===== config.mk =====
export PLATFORM = sky130hd
export DESIGN_NAME = bytebus_bridge
export DESIGN_NICKNAME = d
export VERILOG_FILES = /design/src/rtl/bytebus_bridge.sv
export SDC_FILE = /design/constraint.sdc
export NUM_CORES = 1
export LEC_CHECK = 0
export CORE_UTILIZATION = 49
export CTS_CLUSTER_SIZE = 8
export DETAILED_ROUTE_END_ITERATION = 12
export HOLD_SLACK_MARGIN = 0.1
export PLACE_DENSITY = 0.91
export SLEW_MARGIN = 20
export SYNTH_ARGS = -nofsm -noshare
export SYNTH_HDL_FRONTEND = slang
export SYNTH_SLANG_ARGS = --single-unit

===== constraint.sdc =====
create_clock -name bus_clk -period 2.1 [get_ports bus_clk]
set_input_delay 0.63 -clock bus_clk [delete_from_list [all_inputs] [get_ports bus_clk]]
set_output_delay 0.63 -clock bus_clk [all_outputs]
set_load 0.005 [all_outputs]

===== src/rtl/bytebus_bridge.sv =====
module bytebus_bridge #(
  parameter int AW = 16,
  parameter int DW = 32,
  parameter int BW = 8
) (
  input  logic          bus_clk,
  input  logic          rst_n,
  input  logic          addr_sel,
  input  logic          data_sel,
  input  logic          wr_en,
  input  logic [BW-1:0] bus_d_in,
  output logic [BW-1:0] bus_d_out,
  output logic          bus_d_oe,
  output logic [AW-1:0] reg_addr,
  output logic [DW-1:0] reg_wdata,
  output logic          reg_wr,
  output logic          reg_rd,
  input  logic [DW-1:0] reg_rdata
);
  localparam int NB = DW / BW;
  localparam int CW = (NB > 1) ? $clog2(NB) : 1;

  logic [CW-1:0] byte_cnt;
  logic          fetched;
  logic          rd_byte;
  logic [DW-1:0] wbuf;
  logic [DW-1:0] shreg;
  logic          last_byte;

  assign last_byte = (byte_cnt == CW'(NB - 1));
  assign reg_wdata = wbuf;
  assign bus_d_out = shreg[DW-1 -: BW];
  assign bus_d_oe  = data_sel & ~wr_en;

  always_ff @(negedge bus_clk or negedge rst_n) begin
    if (!rst_n) begin
      reg_addr <= '0;
      byte_cnt <= '0;
      fetched  <= 1'b0;
      rd_byte  <= 1'b0;
      wbuf     <= '0;
      reg_wr   <= 1'b0;
      reg_rd   <= 1'b0;
    end else begin
      reg_wr  <= 1'b0;
      reg_rd  <= 1'b0;
      rd_byte <= 1'b0;
      if (addr_sel) begin
        reg_addr <= {reg_addr[AW-BW-1:0], bus_d_in};
        byte_cnt <= '0;
        fetched  <= 1'b0;
      end else begin
        if (reg_wr)
          reg_addr <= reg_addr + AW'(1);
        if (data_sel) begin
          if (wr_en) begin
            wbuf     <= {wbuf[DW-BW-1:0], bus_d_in};
            byte_cnt <= byte_cnt + CW'(1);
            fetched  <= 1'b0;
            if (last_byte)
              reg_wr <= 1'b1;
          end else if (!fetched) begin
            reg_rd  <= 1'b1;
            fetched <= 1'b1;
          end else begin
            rd_byte  <= 1'b1;
            byte_cnt <= byte_cnt + CW'(1);
            if (last_byte) begin
              fetched  <= 1'b0;
              reg_addr <= reg_addr + AW'(1);
            end
          end
        end
      end
    end
  end

  always_ff @(posedge bus_clk or negedge rst_n) begin
    if (!rst_n)
      shreg <= '0;
    else if (reg_rd)
      shreg <= reg_rdata;
    else if (rd_byte)
      shreg <= {shreg[DW-BW-1:0], {BW{1'b0}}};
  end


  wr_pulse_chk: assert property (@(negedge bus_clk) disable iff (!rst_n)
    reg_wr |=> !reg_wr);


  rd_pulse_chk: assert property (@(negedge bus_clk) disable iff (!rst_n)
    reg_rd |=> !reg_rd);


  strobe_excl_chk: assert property (@(negedge bus_clk) disable iff (!rst_n)
    !(reg_wr && reg_rd));


  wr_addr_hold_chk: assert property (@(negedge bus_clk) disable iff (!rst_n)
    reg_wr |-> $stable(reg_addr));


  wr_addr_step_chk: assert property (@(negedge bus_clk) disable iff (!rst_n)
    (reg_wr && !addr_sel) |=> (reg_addr == AW'($past(reg_addr) + AW'(1))));


  rd_cause_chk: assert property (@(negedge bus_clk) disable iff (!rst_n)
    reg_rd |-> $past(data_sel && !wr_en && !addr_sel));


  addr_byte_chk: assert property (@(negedge bus_clk) disable iff (!rst_n)
    addr_sel |=> (reg_addr[BW-1:0] == $past(bus_d_in)));
endmodule


==> results_dict.tcl, run 1 <==
set metrics [dict create \
    outcome "complete, but fails checks" \
    violations "setup timing" \
    max_cap_viol_count 0 \
    rows 32 \
    yosys.area.top_type "dfrtn_1" \
    async_flop_share_pct 100 \
    cts.sinks 86 \
    synth.distinct_cells 43 \
    relSlewSlack_pct 73.7 \
    slowest_stage "and4b_4" \
    fin_nets 603 \
    gp_congestion 0.908 \
    wirelength_microns 14400 \
    core_area_sq_um 7770 \
    grt-ovfl-total 0 \
    syn_to_final_growth_pct 61.3 \
    post-dp-hpwl_microns 7170 \
    whs_ns 0.457 \
    skew_ns 0.0181 \
    clk_pin_slew_ns 0.06 \
    hold_path.class "reg2reg" \
    crit_chain "buf_6 > and4b_4 > buf_6 > o21ai_4 > o31a_1 > o31a_1" \
    dieArea_sq_um 8440 \
    path_delay_family "compound AO/OA/AOI/OAI gates" \
    routedWlPerCell_microns 21.7 \
    slowest_delay_ns 0.39 \
    fillers 389 \
    syn_inst 351 \
    critPathBufInv 2 \
    fin_cells 663 \
    arrival_ns 1.84 \
    grt_max_degree 65 \
    htreeDepth 3 \
    p_leak_uw 0.00297 \
    syn_nets 398 \
    antenna_found_initial 0 \
    ys_seq_area_share_pct 54.4 \
    worstPathRequired_ns 1.24 \
    syn_area_sq_um 3960 \
    synthTopCellsByCount "dfrtn_1, nand2_1, o21ai_1" \
    start_util_pct 51.0 \
    seqCellArea_sq_um 2150 \
    synth_edf_count 0 \
    cts_buffers 9 \
    floorplan.io_pins 104 \
    cts_tree "done" \
    tns_ns -44.72 \
    yosysTopAreaCellShare_pct 34.1 \
    grt_pass1_wl_microns 20200 \
    cts_hold_buf 0 \
    multi_input_area_sq_um 1960 \
    fp.dieW_microns 91.9 \
    track_usage_pct 31.9 \
    setup_ws_ns -0.598 \
    syn_area_per_cell_sq_um 11.3 \
    yosys_register_bits 86 \
    portBuffers 103 \
    finalSetupViolCount 123 \
    drtIter0Drc 243 \
    ir_drop_v 0.000773 \
    first_pass_iters 4 \
    avgViaCountPerCell 5.79 \
    yosysWarnings 0 \
    pre_cts_ws_ns -1.33 \
    cp_max_fo 5 \
    yosysMostFrequentCell "dfrtn_1" \
    synthTopCellsByArea "dfrtn_1, dfrtp_1, mux2_1, mux2i_1, o21ai_1" \
    drive_gt1_share_pct 46.3 \
    grt_pass1_vias 3788 \
    synth_flop_cell "dfrtn_1" \
    p_per_area_nw_per_um2 861 \
    grt_setup_unrepaired "true" \
    drc 0 \
    final-max-slew-violation-count 0 \
    clock_latency_ns 0.36 \
    cp-end-kind "flop" \
    antenna_cells 0 \
    dr_total_vias 3839 \
    final-hold-violation-count 0 \
    dp_cells 586 \
    root_buffer "clkbuf_8" \
    post-route-util_pct 82.2 \
    ant_nets 0 \
    die_h_microns 91.9 \
    clockBufferDepth 2 \
    critPathKind "in2reg" \
    crit_path_start_kind "input port" \
    tightest_slew_ns 0.394 \
]
[cells by family after synthesis]
family                   share of synthesized area, %
AND/OR/NAND/NOR                                  12.1
flip-flops                                       54.4
AO/OA/AOI/OAI                                    9.89
multiplexers                                     16.8
buffers and inverters                            4.24
XOR/XNOR                                         1.99
adder cells (fa/ha/maj)                         0.632
[cell usage in the layout, fill, tap and decap left out, types with 4 or more instances in the layout]
| master | count |
|---|---|
| buf_12 | 10 |
| buf_2 | 50 |
| buf_4 | 92 |
| buf_6 | 20 |
| clkbuf_8 | 9 |
| clkdlybuf4s50_1 | 48 |
| dfrtn_1 | 54 |
| dfrtp_1 | 32 |
| mux2_4 | 33 |
| mux2i_1 | 20 |
| mux2i_4 | 4 |
| nand2_1 | 43 |
| nand2b_1 | 12 |
| nor2_1 | 5 |
| nor4_1 | 5 |
| o21ai_1 | 37 |
| o21ai_2 | 5 |
| o31a_1 | 8 |
| xor2_1 | 5 |
[path summary, 6_finish.rpt]
path,startpoint,endpoint,slack (ns),cells past startpoint
max,wr_en,reg_addr[11],-0.60,6
min,reg_wdata[29],reg_wdata[29],0.46,1
max reg2reg,rd_byte,shreg[16],-0.15,4
min reg2reg,reg_wdata[29],reg_wdata[29],0.46,1
max in group asynchronous,rst_n,reg_addr[8],0.60,2
min in group asynchronous,rst_n,shreg[21],0.48,2
[flip-flops by register name (all words and copies together), names as in the netlist]
signal     count
reg_wdata     32
shreg         32
reg_addr      16
byte_cnt       2
fetched        1
rd_byte        1
reg_rd         1
reg_wr         1
[area by class of cell]
class | count | area share, %
Clock buffer | 9 | 1.94
Clock inverter | 7 | 0.784
Inverter | 3 | 0.176
Multi-Input combinational cell | 231 | 30.7
Sequential cell | 86 | 33.7
Tap cell | 102 | 2.00
Timing Repair Buffer | 225 | 30.6
[power by group]
group	switching [uW]	internal [uW]
Sequential	273	2080
Combinational	773	1280
Clock	660	432
Total	1710	3790
[metal layers]
layer / wire, microns / global-route usage, % / vias to the layer above / share of wire [%]
met5: 0 / 0 / - / 0
met4: 730 / 13.7 / 0 / 5.1
met3: 992 / 5.56 / 66 / 6.9
met2: 7500 / 55.8 / 261 / 52
met1: 5130 / 38.6 / 1870 / 36
li1: - / - / 1642 / -
[through the flow]
stage	power, uW	cell area (sq um)
floorplan	3030	4230
global placement	4070	5590
detailed placement	4170	5590
CTS	5210	6220
global route	5710	6380
finish	5500	6380
[repair_timing]
action,4_1_cts,5_1_grt
cloned,6,2
setup buffers,39,21
resized for setup,262,27
setup endpoints to repair,137,136
pin swaps,23,19
Power figures use the tool's default switching activity.
==> run 2: changes to the inputs <==
CORE_UTILIZATION = 44   (was 49)
PLACE_DENSITY = 0.87   (was 0.91)
clock period = 2.4 ns   (was 2.1 ns; I/O delays follow)
==> run 2 against run 1 <==
Effect of this change: the flow still finishes with violations (setup timing); clock-buffer cell count is the same; cell area shrank 4.3%; power shrank 15%; combinational power shrank 17%; sequential cell count is the same; clock power shrank 12%; worst hold slack lost 0.0030 ns; largest cell class unchanged; highest routed layer unchanged.
==> results_dict.tcl, run 2 (synthesis results as in run 1) <==
set metrics [dict create \
    wl_met3_microns 573 \
    die_h_microns 96.9 \
    rows 34 \
    final_cell_mix "buf_4, dfrtn_1, buf_2, clkdlybuf4s50_1, nand2_1" \
    cp_common_cell "o31a_1" \
    cts_buffers 9 \
    skew_ns 0.0297 \
    portBuffers 103 \
    maxUsedRoutingLayer "met4" \
    wirelength_microns 11500 \
    antenna_cells 0 \
    cp_max_fo 6 \
    critPathBufInv 2 \
    post-route-util_pct 70.1 \
    core_area_sq_um 8720 \
    crit_path_start_kind "input port" \
    fin_nets 592 \
    p_leak_uw 0.00287 \
    outcome "complete, but fails checks" \
    dpl-instance-area_sq_um 5640 \
    slowest_stage "and4b_4" \
    slowest_delay_ns 0.38 \
    cts_tree "done" \
    ir_drop_v 0.000337 \
    p_per_area_nw_per_um2 767 \
    first_pass_iters 4 \
    clockBufferDepth 2 \
    ant_nets 0 \
    post-dp-hpwl_microns 7100 \
    reg2reg_slack_ns 0.06 \
    tightest_slew_ns 0.404 \
    max_cap_viol_count 0 \
    gp_congestion 0.869 \
    dieArea_sq_um 9380 \
    fp.dieW_microns 96.9 \
    drc 0 \
    clock_latency_ns 0.36 \
    routedWlPerCell_microns 17.5 \
    grt_pass1_vias 3566 \
    avgViaCountPerCell 5.24 \
    pre_cts_ws_ns -1.22 \
    critPathKind "in2reg" \
    wl_met2_microns 5970 \
    grt_pass1_wl_microns 18000 \
    dr_total_vias 3445 \
    syn_to_final_growth_pct 54.3 \
    wl_met1_microns 4690 \
    violations "setup timing" \
    htreeDepth 3 \
    grt-ovfl-total 0 \
    setup_ws_ns -0.518 \
    regToRegStartpoint "rd_byte" \
    fin_cells 658 \
    cp-end-kind "flop" \
    dp_cells 597 \
    grt_setup_unrepaired "true" \
    clk_pin_slew_ns 0.10 \
    final_cell_area_sq_um 6110 \
    crit_chain "buf_6 > and4b_4 > buf_12 > o21ai_4 > o31a_1 > o31a_1" \
    cts.sinks 86 \
    root_buffer "clkbuf_8" \
    final-max-slew-violation-count 0 \
    hold_path.class "in2async" \
    drive_gt1_share_pct 42.2 \
    tns_ns -35.77 \
    grt_max_degree 65 \
    start_util_pct 45.4 \
    crit_start "wr_en" \
    final-hold-violation-count 0 \
    arrival_ns 1.91 \
    path_delay_family "compound AO/OA/AOI/OAI gates" \
    track_usage_pct 24.3 \
    finalSetupViolCount 101 \
    worstPathRequired_ns 1.39 \
    relSlewSlack_pct 73.1 \
    final_common_cell "buf_4" \
    floorplan.io_pins 104 \
    drtIter0Drc 141 \
    antenna_found_initial 0 \
]
[run 2: cell type report]
type                    instances  area [sq um]
repair buffers                214          1790
clock inverters                 7          55.1
well taps                     108           135
multi-input cells             231          1840
flip-flops and latches         86          2150
clock buffers                   9           124
fillers                       594          2610
inverters                       3          11.3
[run 2: path summary, 6_finish.rpt]
path | end | depth (start not counted)
setup / recovery | reg_addr[15] | 6
hold / removal | shreg[24] | 2
max in group asynchronous | reg_addr[6] | 2
min in group bus_clk | byte_cnt[0] | 2
hold reg to reg | byte_cnt[0] | 2
setup reg to reg | shreg[20] | 3
[run 2: what timing repair did]
action	in CTS	in global routing
hold buffers	0	0
cloned	4	1
buffers inserted	30	18
resized for setup	234	16
endpoints found under the hold margin	0	0
endpoints found under the setup margin	112	104
pin swaps	14	14
[run 2: worst reg2reg max path, stage by stage (launching register included)]
cell	delay, ns
dfrtn_1	0.46
buf_12	0.19
mux2i_1	0.30
o21ai_1	0.10
[run 2: through the flow]
step	power [uW]	hold WS (ns)
6_report	4690	0.454
3_5_place_dp	3710	0.502
5_1_grt	4920	0.466
3_3_place_gp	3620	0.470
2_1_floorplan	2640	0.424
4_1_cts	4580	0.466
[run 2: per-layer routing]
layer / GRT usage (%) / vias to the layer above
li1: - / 1614
met1: 29.2 / 1690
met2: 42.5 / 117
met3: 5.71 / 24
met4: 8.84 / 0
met5: 0 / -
[run 2: report_power, final]
part           internal, uW  switching [uW]
sequential             1820             206
combinational          1110             600
clock                   387             574
